==> src/rtl/commit_ring_pkg.sv <==
package commit_ring_pkg;

   typedef enum logic [0:0] {
      UW_IDLE = 1'b0,
      UW_WALK = 1'b1
   } uw_state_e;

endpackage

==> src/rtl/cr_store.sv <==
module cr_store #(
   parameter int DEPTH      = 16,
   parameter int LANES      = 4,
   parameter int ARCH_W     = 5,
   parameter int PHYS_W     = 6,
   parameter int DONE_PORTS = 2,
   localparam int IDX_W     = $clog2(DEPTH)
) (
   input  logic                          clk,
   input  logic                          rst_n,
   input  logic [LANES-1:0]              wr_lane,
   input  logic [IDX_W-1:0]              wr_base,
   input  logic [LANES*ARCH_W-1:0]       wr_arch,
   input  logic [LANES*PHYS_W-1:0]       wr_new,
   input  logic [LANES*PHYS_W-1:0]       wr_old,
   input  logic [DONE_PORTS-1:0]         fin_valid,
   input  logic [DONE_PORTS-1:0]         fin_fault,
   input  logic [DONE_PORTS*IDX_W-1:0]   fin_tag,
   input  logic [IDX_W-1:0]              rd_base,
   output logic [LANES-1:0]              rd_done,
   output logic [LANES-1:0]              rd_fault,
   output logic [LANES*ARCH_W-1:0]       rd_arch,
   output logic [LANES*PHYS_W-1:0]       rd_old,
   input  logic [IDX_W-1:0]              tl_idx,
   output logic [ARCH_W-1:0]             tl_arch,
   output logic [PHYS_W-1:0]             tl_old,
   output logic [PHYS_W-1:0]             tl_new
);

   logic [ARCH_W-1:0] arch_q [DEPTH];
   logic [PHYS_W-1:0] new_q  [DEPTH];
   logic [PHYS_W-1:0] old_q  [DEPTH];
   logic [DEPTH-1:0]  done_q;
   logic [DEPTH-1:0]  fault_q;

   // payload: no reset needed, qualified by occupancy
   always_ff @(posedge clk) begin
      for (int l = 0; l < LANES; l++) begin
         if (wr_lane[l]) begin
            arch_q[IDX_W'(wr_base + IDX_W'(l))] <= wr_arch[l*ARCH_W +: ARCH_W];
            new_q [IDX_W'(wr_base + IDX_W'(l))] <= wr_new [l*PHYS_W +: PHYS_W];
            old_q [IDX_W'(wr_base + IDX_W'(l))] <= wr_old [l*PHYS_W +: PHYS_W];
         end
      end
   end

   // status: cleared on entry, set by completion ports
   always_ff @(posedge clk) begin
      if (!rst_n) begin
         done_q  <= '0;
         fault_q <= '0;
      end else begin
         for (int l = 0; l < LANES; l++) begin
            if (wr_lane[l]) begin
               done_q [IDX_W'(wr_base + IDX_W'(l))] <= 1'b0;
               fault_q[IDX_W'(wr_base + IDX_W'(l))] <= 1'b0;
            end
         end
         for (int p = 0; p < DONE_PORTS; p++) begin
            if (fin_valid[p]) begin
               done_q [fin_tag[p*IDX_W +: IDX_W]] <= 1'b1;
               fault_q[fin_tag[p*IDX_W +: IDX_W]] <= fin_fault[p];
            end
         end
      end
   end

   for (genvar l = 0; l < LANES; l++) begin : g_rd
      logic [IDX_W-1:0] idx;
      assign idx                            = IDX_W'(rd_base + IDX_W'(l));
      assign rd_done[l]                     = done_q[idx];
      assign rd_fault[l]                    = fault_q[idx];
      assign rd_arch[l*ARCH_W +: ARCH_W]    = arch_q[idx];
      assign rd_old [l*PHYS_W +: PHYS_W]    = old_q[idx];
   end

   assign tl_arch = arch_q[tl_idx];
   assign tl_old  = old_q[tl_idx];
   assign tl_new  = new_q[tl_idx];

endmodule

==> src/rtl/cr_retire.sv <==
module cr_retire #(
   parameter int DEPTH   = 16,
   parameter int LANES   = 4,
   localparam int IDX_W  = $clog2(DEPTH),
   localparam int CNT_W  = IDX_W + 1,
   localparam int LCNT_W = $clog2(LANES + 1)
) (
   input  logic              en,
   input  logic [CNT_W-1:0]  count,
   input  logic [LANES-1:0]  done,
   input  logic [LANES-1:0]  fault,
   output logic [LANES-1:0]  take,
   output logic [LCNT_W-1:0] take_n
);

   for (genvar i = 0; i < LANES; i++) begin : g_chain
      logic here_ok;
      assign here_ok = (CNT_W'(i) < count) && done[i] && !fault[i];
      if (i == 0) begin : g_first
         assign take[i] = en && here_ok;
      end else begin : g_next
         assign take[i] = take[i-1] && here_ok;
      end
   end

   always_comb begin
      take_n = '0;
      for (int i = 0; i < LANES; i++) begin
         take_n = take_n + LCNT_W'(take[i]);
      end
   end

endmodule

==> src/rtl/cr_unwind.sv <==
module cr_unwind #(
   parameter int DEPTH  = 16,
   localparam int IDX_W = $clog2(DEPTH)
) (
   input  logic             clk,
   input  logic             rst_n,
   input  logic             start,
   input  logic [IDX_W-1:0] stop_in,
   input  logic [IDX_W-1:0] tail,
   output logic             busy,
   output logic             last
);
   import commit_ring_pkg::*;

   uw_state_e        state_q;
   logic [IDX_W-1:0] stop_q;

   assign busy = (state_q == UW_WALK);
   assign last = busy && (IDX_W'(tail - IDX_W'(1)) == stop_q);

   always_ff @(posedge clk) begin
      if (!rst_n) begin
         state_q <= UW_IDLE;
         stop_q  <= '0;
      end else if (start && !busy) begin
         state_q <= UW_WALK;
         stop_q  <= stop_in;
      end else if (last) begin
         state_q <= UW_IDLE;
      end
   end

endmodule

==> src/rtl/commit_ring.sv <==
module commit_ring #(
   parameter int DEPTH      = 16,
   parameter int LANES      = 4,
   parameter int ARCH_W     = 5,
   parameter int PHYS_W     = 6,
   parameter int DONE_PORTS = 2,
   localparam int IDX_W     = $clog2(DEPTH),
   localparam int CNT_W     = IDX_W + 1,
   localparam int LCNT_W    = $clog2(LANES + 1)
) (
   input  logic                        clk,
   input  logic                        rst_n,
   input  logic [LCNT_W-1:0]           alloc_cnt,
   input  logic [LANES*ARCH_W-1:0]     alloc_arch,
   input  logic [LANES*PHYS_W-1:0]     alloc_new_phys,
   input  logic [LANES*PHYS_W-1:0]     alloc_old_phys,
   output logic [LANES*IDX_W-1:0]      alloc_tag,
   output logic                        alloc_take,
   output logic [CNT_W-1:0]            free_slots,
   input  logic [DONE_PORTS-1:0]       fin_valid,
   input  logic [DONE_PORTS-1:0]       fin_fault,
   input  logic [DONE_PORTS*IDX_W-1:0] fin_tag,
   input  logic                        mispredict_valid,
   input  logic [IDX_W-1:0]            mispredict_tag,
   output logic [LANES-1:0]            retire_valid,
   output logic [LANES*ARCH_W-1:0]     retire_arch,
   output logic [LANES*PHYS_W-1:0]     retire_free_phys,
   output logic                        trap_take,
   output logic [IDX_W-1:0]            trap_tag,
   output logic                        unwind_busy,
   output logic [ARCH_W-1:0]           unwind_arch,
   output logic [PHYS_W-1:0]           unwind_old_phys,
   output logic [PHYS_W-1:0]           unwind_new_phys
);

   // elaboration-time parameter checks
   if ((DEPTH & (DEPTH - 1)) != 0 || DEPTH < 2) begin : g_bad_depth
      $error("commit_ring: DEPTH must be a power of two, at least 2");
   end
   if (LANES < 1 || LANES > DEPTH) begin : g_bad_lanes
      $error("commit_ring: LANES must lie in 1..DEPTH");
   end
   if (DONE_PORTS < 1) begin : g_bad_ports
      $error("commit_ring: DONE_PORTS must be at least 1");
   end
   if (ARCH_W < 1 || PHYS_W < 1) begin : g_bad_widths
      $error("commit_ring: register widths must be positive");
   end

   logic [IDX_W-1:0]        head_q, tail_q, tail_m1, flush_keep, uw_stop;
   logic [CNT_W-1:0]        count_q;
   logic [LANES-1:0]        rd_done, rd_fault, wr_lane;
   logic [LCNT_W-1:0]       retire_n;
   logic                    trap_now, flush_now, uw_start, uw_last, retire_en;

   assign free_slots = CNT_W'(DEPTH) - count_q;
   assign tail_m1    = IDX_W'(tail_q - IDX_W'(1));
   assign flush_keep = IDX_W'(mispredict_tag + IDX_W'(1));

   // fault is acted on only at the oldest slot; outranks a mispredict
   assign trap_now  = !unwind_busy && (count_q != '0) && rd_done[0] && rd_fault[0];
   assign flush_now = mispredict_valid && !unwind_busy && !trap_now;
   assign uw_start  = trap_now || (flush_now && (flush_keep != tail_q));
   assign uw_stop   = trap_now ? head_q : flush_keep;
   assign retire_en = !unwind_busy && !flush_now;

   assign trap_take = trap_now;
   assign trap_tag  = head_q;

   assign alloc_take = !unwind_busy && !trap_now && !flush_now
                       && (alloc_cnt != '0)
                       && (alloc_cnt <= LCNT_W'(LANES))
                       && (CNT_W'(alloc_cnt) <= free_slots);

   for (genvar l = 0; l < LANES; l++) begin : g_lane
      assign wr_lane[l]                   = alloc_take && (LCNT_W'(l) < alloc_cnt);
      assign alloc_tag[l*IDX_W +: IDX_W]  = IDX_W'(tail_q + IDX_W'(l));
   end

   cr_store #(
      .DEPTH(DEPTH), .LANES(LANES), .ARCH_W(ARCH_W),
      .PHYS_W(PHYS_W), .DONE_PORTS(DONE_PORTS)
   ) u_store (
      .clk       (clk),
      .rst_n     (rst_n),
      .wr_lane   (wr_lane),
      .wr_base   (tail_q),
      .wr_arch   (alloc_arch),
      .wr_new    (alloc_new_phys),
      .wr_old    (alloc_old_phys),
      .fin_valid (fin_valid),
      .fin_fault (fin_fault),
      .fin_tag   (fin_tag),
      .rd_base   (head_q),
      .rd_done   (rd_done),
      .rd_fault  (rd_fault),
      .rd_arch   (retire_arch),
      .rd_old    (retire_free_phys),
      .tl_idx    (tail_m1),
      .tl_arch   (unwind_arch),
      .tl_old    (unwind_old_phys),
      .tl_new    (unwind_new_phys)
   );

   cr_retire #(.DEPTH(DEPTH), .LANES(LANES)) u_retire (
      .en     (retire_en),
      .count  (count_q),
      .done   (rd_done),
      .fault  (rd_fault),
      .take   (retire_valid),
      .take_n (retire_n)
   );

   cr_unwind #(.DEPTH(DEPTH)) u_unwind (
      .clk     (clk),
      .rst_n   (rst_n),
      .start   (uw_start),
      .stop_in (uw_stop),
      .tail    (tail_q),
      .busy    (unwind_busy),
      .last    (uw_last)
   );

   always_ff @(posedge clk) begin
      if (!rst_n) begin
         head_q  <= '0;
         tail_q  <= '0;
         count_q <= '0;
      end else begin
         head_q <= IDX_W'(head_q + IDX_W'(retire_n));
         if (unwind_busy) begin
            tail_q <= tail_m1;
         end else if (alloc_take) begin
            tail_q <= IDX_W'(tail_q + IDX_W'(alloc_cnt));
         end
         count_q <= count_q
                    + (alloc_take ? CNT_W'(alloc_cnt) : CNT_W'(0))
                    - CNT_W'(retire_n)
                    - (unwind_busy ? CNT_W'(1) : CNT_W'(0));
      end
   end

endmodule

==> config.mk <==
export PLATFORM = sky130hd
export DESIGN_NAME = commit_ring
export DESIGN_NICKNAME = d
export VERILOG_FILES = /design/src/rtl/commit_ring_pkg.sv /design/src/rtl/cr_store.sv /design/src/rtl/cr_retire.sv /design/src/rtl/cr_unwind.sv /design/src/rtl/commit_ring.sv
export SDC_FILE = /design/constraint.sdc
export NUM_CORES = 2
export LEC_CHECK = 0
export CAP_MARGIN = 20
export CORE_MARGIN = 1
export CORE_UTILIZATION = 50
export CTS_BUF_LIST = sky130_fd_sc_hd__clkbuf_4
export DETAILED_ROUTE_END_ITERATION = 8
export GPL_ROUTABILITY_DRIVEN = 1
export HOLD_SLACK_MARGIN = 0.15
export PLACE_DENSITY = 0.69
export SKIP_LAST_GASP = 1
export SLEW_MARGIN = 40
export SYNTH_ARGS = -nofsm -noshare
export SYNTH_HDL_FRONTEND = slang
export SYNTH_SLANG_ARGS = --single-unit
==> constraint.sdc <==
create_clock -name clk -period 8.2 [get_ports clk]
set_clock_uncertainty 0.05 [all_clocks]
set_input_delay 0.82 -clock clk [delete_from_list [all_inputs] [get_ports clk]]
set_output_delay 0.82 -clock clk [all_outputs]
set_load 0.01 [all_outputs]
## Word level (Yosys, flattened, before mapping)

Memory sizes are Yosys's and may differ from the RTL's. A register that Yosys moved wholly into a read port is not among the register bits.
Index checks and enable logic that the tools add are counted.
W data, S select, Z words.

| storage, ports and cells | value |
|---|---|
| input port bits | 90 |
| output and inout bits | 93 |
| RAM bits | 272 |
| memories | 3 |
| logic and storage cells | 186 |
| bits in registers | 50 |

Memory list:

| name | words | width | read ports | clocked after Yosys merged registers in | write ports | RTL line | source |
|---|---|---|---|---|---|---|---|
| u_store.new_q | 16 | 6 | 1 | 0 | 4 | cr_store.sv:31 | `logic [PHYS_W-1:0] new_q [DEPTH];` |
| u_store.old_q | 16 | 6 | 5 | 1 | 4 | cr_store.sv:32 | `logic [PHYS_W-1:0] old_q [DEPTH];` |
| u_store.arch_q | 16 | 5 | 5 | 1 | 4 | cr_store.sv:30 | `logic [ARCH_W-1:0] arch_q [DEPTH];` |

| cells by class | value |
|---|---|
| bitwise operators | 14 |
| reduce and logical (&&, ||, !) cells | 48 |
| magnitude comparators | 26 |
| multiplexer cells | 69 |
| add/sub/neg operators | 17 |
| eq/ne operators | 2 |

Operators with widths:

| kind | count |
|---|---|
| $mux W16 | 22 |
| $and A16 B16 Y16 | 8 |
| $not A16 Y16 | 4 |
| $lt A4 B5 Y1 const B | 10 |
| $logic_and A1 B1 Y1 | 36 |
| $bmux W1 S4 | 8 |
| $bwmux W16 | 2 |
| $or A16 B16 Y16 | 2 |
| $mux W1 | 25 |
| $demux W1 S4 | 6 |
| $ge A4 B1 Y1 const B | 6 |
| $mux W4 | 5 |
| $add A4 B2 Y4 const B | 4 |
| $add A4 B1 Y4 const B | 3 |
| $lt A1 B5 Y1 const A | 2 |
| $lt A2 B5 Y1 const A | 2 |
| $add A4 B3 Y4 | 2 |
| $logic_not A1 Y1 | 7 |
| $add A3 B1 Y3 | 2 |
| $lt A1 B3 Y1 const A | 2 |
| $lt A2 B3 Y1 const A | 2 |
| $add A5 B3 Y5 | 1 |
| $le A3 B5 Y1 | 1 |
| $reduce_bool A5 Y1 | 1 |
| other kinds (12) | 13 |

## Longest topological paths before layout

| depth | value |
|---|---|
| word-level depth | 28 |
| gate-level depth with buffers | 24 |

## Cells and area by module

From an unflattened synthesis, not the netlist that was laid out.

| unflattened totals | value |
|---|---|
| cells, all modules | 2896 |
| area total of the unflattened synthesis | 30050.1 um^2 |

Modules (own cells, without submodules):

| module | cells an instance | times used | seq. area each (um^2) | area each (um^2) |
|---|---|---|---|---|
| cr_store | 2666 | 1 | 8808.4 | 28051.9 |
| commit_ring | 183 | 1 | 260.2 | 1575.3 |
| cr_unwind | 29 | 1 | 100.1 | 285.3 |
| cr_retire | 18 | 1 | 0.0 | 137.6 |

## Least setup slack after synthesis

No wires, ideal clock.

| path | value |
|---|---|
| kind | flip-flop to flip-flop |
| start | reg head_q[0] (netlist: trap_tag[0]) |
| end | reg count_q[4] |
| stages on the path, launching flop included | 23 |
| path buffers | 3 |
| period minus slack after synthesis | 5862 ps |
| arrival time | 5685 ps |
| library setup time | 128 ps |
| slack | 2338 ps |
| cells stage by stage | dfxtp_1 -> buf_6 -> inv_2 -> buf_6 -> ha_1 -> buf_1 -> mux4_2 -> a2111oi_4 -> o2111ai_2 -> or2_1 -> fa_1 -> inv_1 -> fa_1 -> fa_1 -> inv_1 -> ha_1 -> inv_1 -> fa_1 -> inv_1 -> a21o_1 -> a21oi_1 -> xnor2_1 -> nor2_1 |

| between the ends | value |
|---|---|
| longest elaborated chain between the ends | 15 |
| elaborated cells between the ends (all ways) | 53 |

Ends and longest elaborated chain:

| element | RTL line | source |
|---|---|---|
| start: declaration | commit_ring.sv:50 | `logic [IDX_W-1:0] head_q, tail_q, tail_m1, flush_keep, uw_stop;` |
| start signal: assignment | commit_ring.sv:130 | `head_q <= IDX_W'(head_q + IDX_W'(retire_n));` |
| branches (longest 9 deep; another with $add A4 B1 Y4) | - |  |
| $logic_and A1 B1 Y1 * | cr_retire.sv:22 | `assign take[i] = take[i-1] && here_ok;` |
| via retire_valid[1] | commit_ring.sv:25 | `output logic [LANES-1:0] retire_valid,` |
| $add A1 B1 Y2 / $logic_and A1 B1 Y1 (equally long branches) | cr_retire.sv:29, cr_retire.sv:22 |  |
| $add A3 B1 Y3 / $logic_and A1 B1 Y1 (equally long branches) | cr_retire.sv:29, cr_retire.sv:22 |  |
| $add A3 B1 Y3 * | cr_retire.sv:29 | `take_n = take_n + LCNT_W'(take[i]);` |
| $sub A5 B3 Y5 * | commit_ring.sv:138 | `- CNT_W'(retire_n)` |
| $sub A5 B1 Y5 * | commit_ring.sv:139 | `- (unwind_busy ? CNT_W'(1) : CNT_W'(0));` |
| end signal: assignment | commit_ring.sv:136 | `count_q <= count_q` |
| end: declaration | commit_ring.sv:51 | `logic [CNT_W-1:0] count_q;` |

Mark *: on every way through the listed nets, which the timed path passes. The select of a mux whose other input is x is not followed.
A chain may end at the register's enable or synchronous reset.

## Final worst setup path

| path | value |
|---|---|
| start | reg head_q[0] (netlist: trap_tag[0]) |
| end | out retire_arch[16] |

| between the ends | value |
|---|---|
| longest elaborated chain between the ends | 2 |

Ends and longest elaborated chain:

| element | RTL line | source |
|---|---|---|
| $add A4 B2 Y4 | cr_store.sv:70 | `assign idx = IDX_W'(rd_base + IDX_W'(l));` |
| $mem_v2 Z16 W5 | - |  |
| end: declaration | commit_ring.sv:26 | `output logic [LANES*ARCH_W-1:0] retire_arch,` |

Every way passes these cells.

==> summary.txt <==
Outcome
  – Status: complete, but fails checks
  – Failing checks: DRC

Critical path
  – Req. time, crit path: 7.33 ns
  – R2r setup slk: 2.12 ns
  – CP delay by family, top: buffers and inverters
  – Worst path cell trace: buf_4 > buf_12 > buf_4 > buf_6 > mux4_2 > mux4_2 > clkdlybuf4s50_1
  – Critical path type: reg2out
  – Crit path max fanout: 64
  – CP Buf/Inv Count: 5
  – Arr. time, crit path: 5.37 ns
  – Crit start category: register
  – Max incr delay on CP: 0.74 ns
  – Worst path slowest cell: dfxtp_4
  – Worst Setup End Kind: primary output

Routing
  – 1st-iter DRT viols: 5575
  – Metal2 WL: 49600 µm
  – Via density: approximately 8
  – Detailed-router iteration count before antenna repair: 9
  – Wire length on met3: 20900 µm
  – WL final: 118000 µm
  – Drt drc: 1
  – Drt wl/cell: 35.8 µm
  – Routed Antenna Nets: 0
  – DR vias: 26.4k
  – Met1 wire length: 39900 µm
  – DR top layer: met5

Floorplanning
  – Row count: 86
  – Die area: approximately 0.057 mm²
  – Initial Util: 0.507
  – Core area: 0.0552 mm²
  – Top Ports: 183
  – Height of the die: 239 µm
  – Die width: about 240 µm

Timing
  – Tcrit/Tclk final: 0.762
  – Worst Setup Slack, final: about 2.0 ns
  – Slew Viols, Final: 0
  – RSZ-0062 raised after global routing: false
  – Post-route setup TNS: 0 ns
  – Endpoints failing hold: 0
  – Final worst path period need: around 6.2 ns
  – Fmax: between 0.15 and 0.2 GHz
  – Slew @ Worst Pin: ~1 ns
  – Setup-failing EPs final: 0
  – Worst slew margin: 0.344

Pwr
  – Peak supply drop: 0.000209 V
  – P per Cell Area: 215 mW/mm²
  – Final Total Pwr: approximately 6800 µW
  – LEAKAGE: 0.0112 µW

Clock tree
  – Post-CTS setup buffer count: 0
  – Resize count post-CTS: 0
  – CTS HTree Levels: 3
  – Clk_lat worst skew: 0.83 ns
  – Max Buffers Root-to-Sink: 3
  – Num CTS Buffers: 85
  – Worst-path clk slew: 0.09 ns
  – CTS tree: done
  – Clk root buf: clkbuf_4
  – Hold_buf cts: 0
  – Clock Sinks: 322

Logic synthesis
  – Synth async-reset ratio: 0
  – Synth Instances: around 2.4k
  – Most frequent cells after synthesis: mux4_2 (314), edfxtp_1 (272), mux2i_1 (234)
  – Sequential area share after synthesis: 0.327
  – Post-synth cell types: between 70 and 80
  – Count leader, synth: mux4_2
  – Yosys top cell by area: edfxtp_1
  – Primary FF master, synth: edfxtp_1
  – Synth top area cells: edfxtp_1 (29%), mux4_2 (25%), mux2i_1 (8.4%)
  – Synthesized flop and latch total: between 300 and 400
  – Post-synth top area share: 0.292
  – Mapped Avg Cell Area: 11.5 µm²
  – EDFF count, synth: 272
  – Synthesized Nets: 2578
  – Yosys warns: 0
  – Cell area after synthesis: between 0.02 and 0.03 mm²

Job
  – Max capacitance violation total: 0

Final layout
  – Area Overhead vs Synth: 12.5%
  – Final nets: 2617
  – Fin area: 0.0315 mm²
  – Share of cells above drive strength 1: 0.245

Place
  – Placed instance area: 0.0304 mm²
  – Port Buffers: about 180
  – Worst slack at placement: 2.18 ns
  – GP Congestion: around 1
  – DP Wirelength: 76700 µm

GRT
  – All-Layer GR Usage: 0.414
  – Pin count of the biggest net entering global routing: 94
  – Number of global-route vias before repair: between 20k and 30k
  – First-pass GRT wire length: 171000 µm
  – Total grt overflow: 0
  – Initial antenna violation count: 13

Min path
  – Min-Delay Path Class: reg2reg
[per-stage QoR]
step / std cells / util / hold slack [ns]
after floorplan: 2445 / - / 0.393
after global placement: 3129 / 0.545 / 0.426
after detailed placement: 3144 / 0.550 / 0.429
after CTS: 3294 / 0.569 / 0.439
after global routing: 3307 / 0.571 / 0.473
final: 3307 / 0.571 / 0.445
[per-layer routing]
layer / up-vias / global-route usage
met5: - / 0
met3: 599 / 0.177
met2: 2753 / 0.575
li1: 10200 / -
met4: 6 / 0.250
met1: 12900 / 0.532
[worst min-delay path, cell delays in order (launching register included)]
cell and delay (ns):
dfxtp_1 0.34, nand2_1 0.06, o31ai_1 0.05
[sequential cells by signal, indices dropped and copies added (netlist names)]
| name | count |
|---|---|
| u_store.old_q | 96 |
| u_store.done_q | 16 |
| trap_tag | 4 |
| u_unwind.busy | 1 |
| u_store.arch_q | 80 |
| count_q | 5 |
| u_store.new_q | 96 |
| u_unwind.stop_q | 4 |
| u_store.fault_q | 16 |
| tail_q | 4 |
[logic make-up after synthesis]
kind of cell	synth area share
multiplexers	0.341
adder cells (fa/ha/maj)	0.0211
AO/OA/AOI/OAI	0.169
flip-flops	0.327
XOR/XNOR	0.00907
buffers and inverters	0.0574
AND/OR/NAND/NOR	0.0752
[power breakdown]
group	switching, µW	leakage [µW]	internal (µW)	total, µW
combinational	1850	0.00768	1340	3190
sequential	183	0.00287	1960	2140
clock	744	0.000639	705	1450
total	2780	0.0112	4010	6780
[cell type report]
| class | count | area, µm² |
|---|---|---|
| clock buffer | 119 | 893 |
| fill | 4558 | 23700 |
| inverter | 51 | 199 |
| sequential | 322 | 9180 |
| multi-input combinational | 1757 | 17500 |
| antenna | 12 | 30.0 |
| tap | 748 | 936 |
| timing repair buffer | 267 | 2580 |
| clock inverter | 31 | 160 |
[placed cells by master, fill, tap and decap left out, types with 19 or more instances in the layout]
master           instances
nand3_1                 41
a221oi_1                51
o221ai_1                34
nand2_1                 96
clkdlybuf4s50_1        182
clkinv_1                19
edfxtp_1               272
mux4_2                 314
nand4_1                 20
a21boi_0                19
dfxtp_1                 45
o21ai_0                 46
o22ai_1                172
buf_4                   69
a21oi_1                 82
clkbuf_4               119
a31oi_1                 35
nor2_1                 165
a22oi_1                137
a211oi_1                21
or3_1                   25
mux2i_1                234
ha_1                    33
inv_1                   39
[path summary, 6_finish.rpt]
| path | start | end | cells past startpoint |
|---|---|---|---|
| min reg2reg | u_store.fault_q[15]$_SDFF_PN0_ | u_store.fault_q[15]$_SDFF_PN0_ | 2 |
| max reg2reg | trap_tag[0]$_SDFF_PN0_ | count_q[4]$_SDFF_PN0_ | 19 |
| max | trap_tag[0]$_SDFF_PN0_ | retire_arch[16] | 7 |
| min | u_store.fault_q[15]$_SDFF_PN0_ | u_store.fault_q[15]$_SDFF_PN0_ | 2 |
Note: power is estimated with default switching activity, not from simulation.
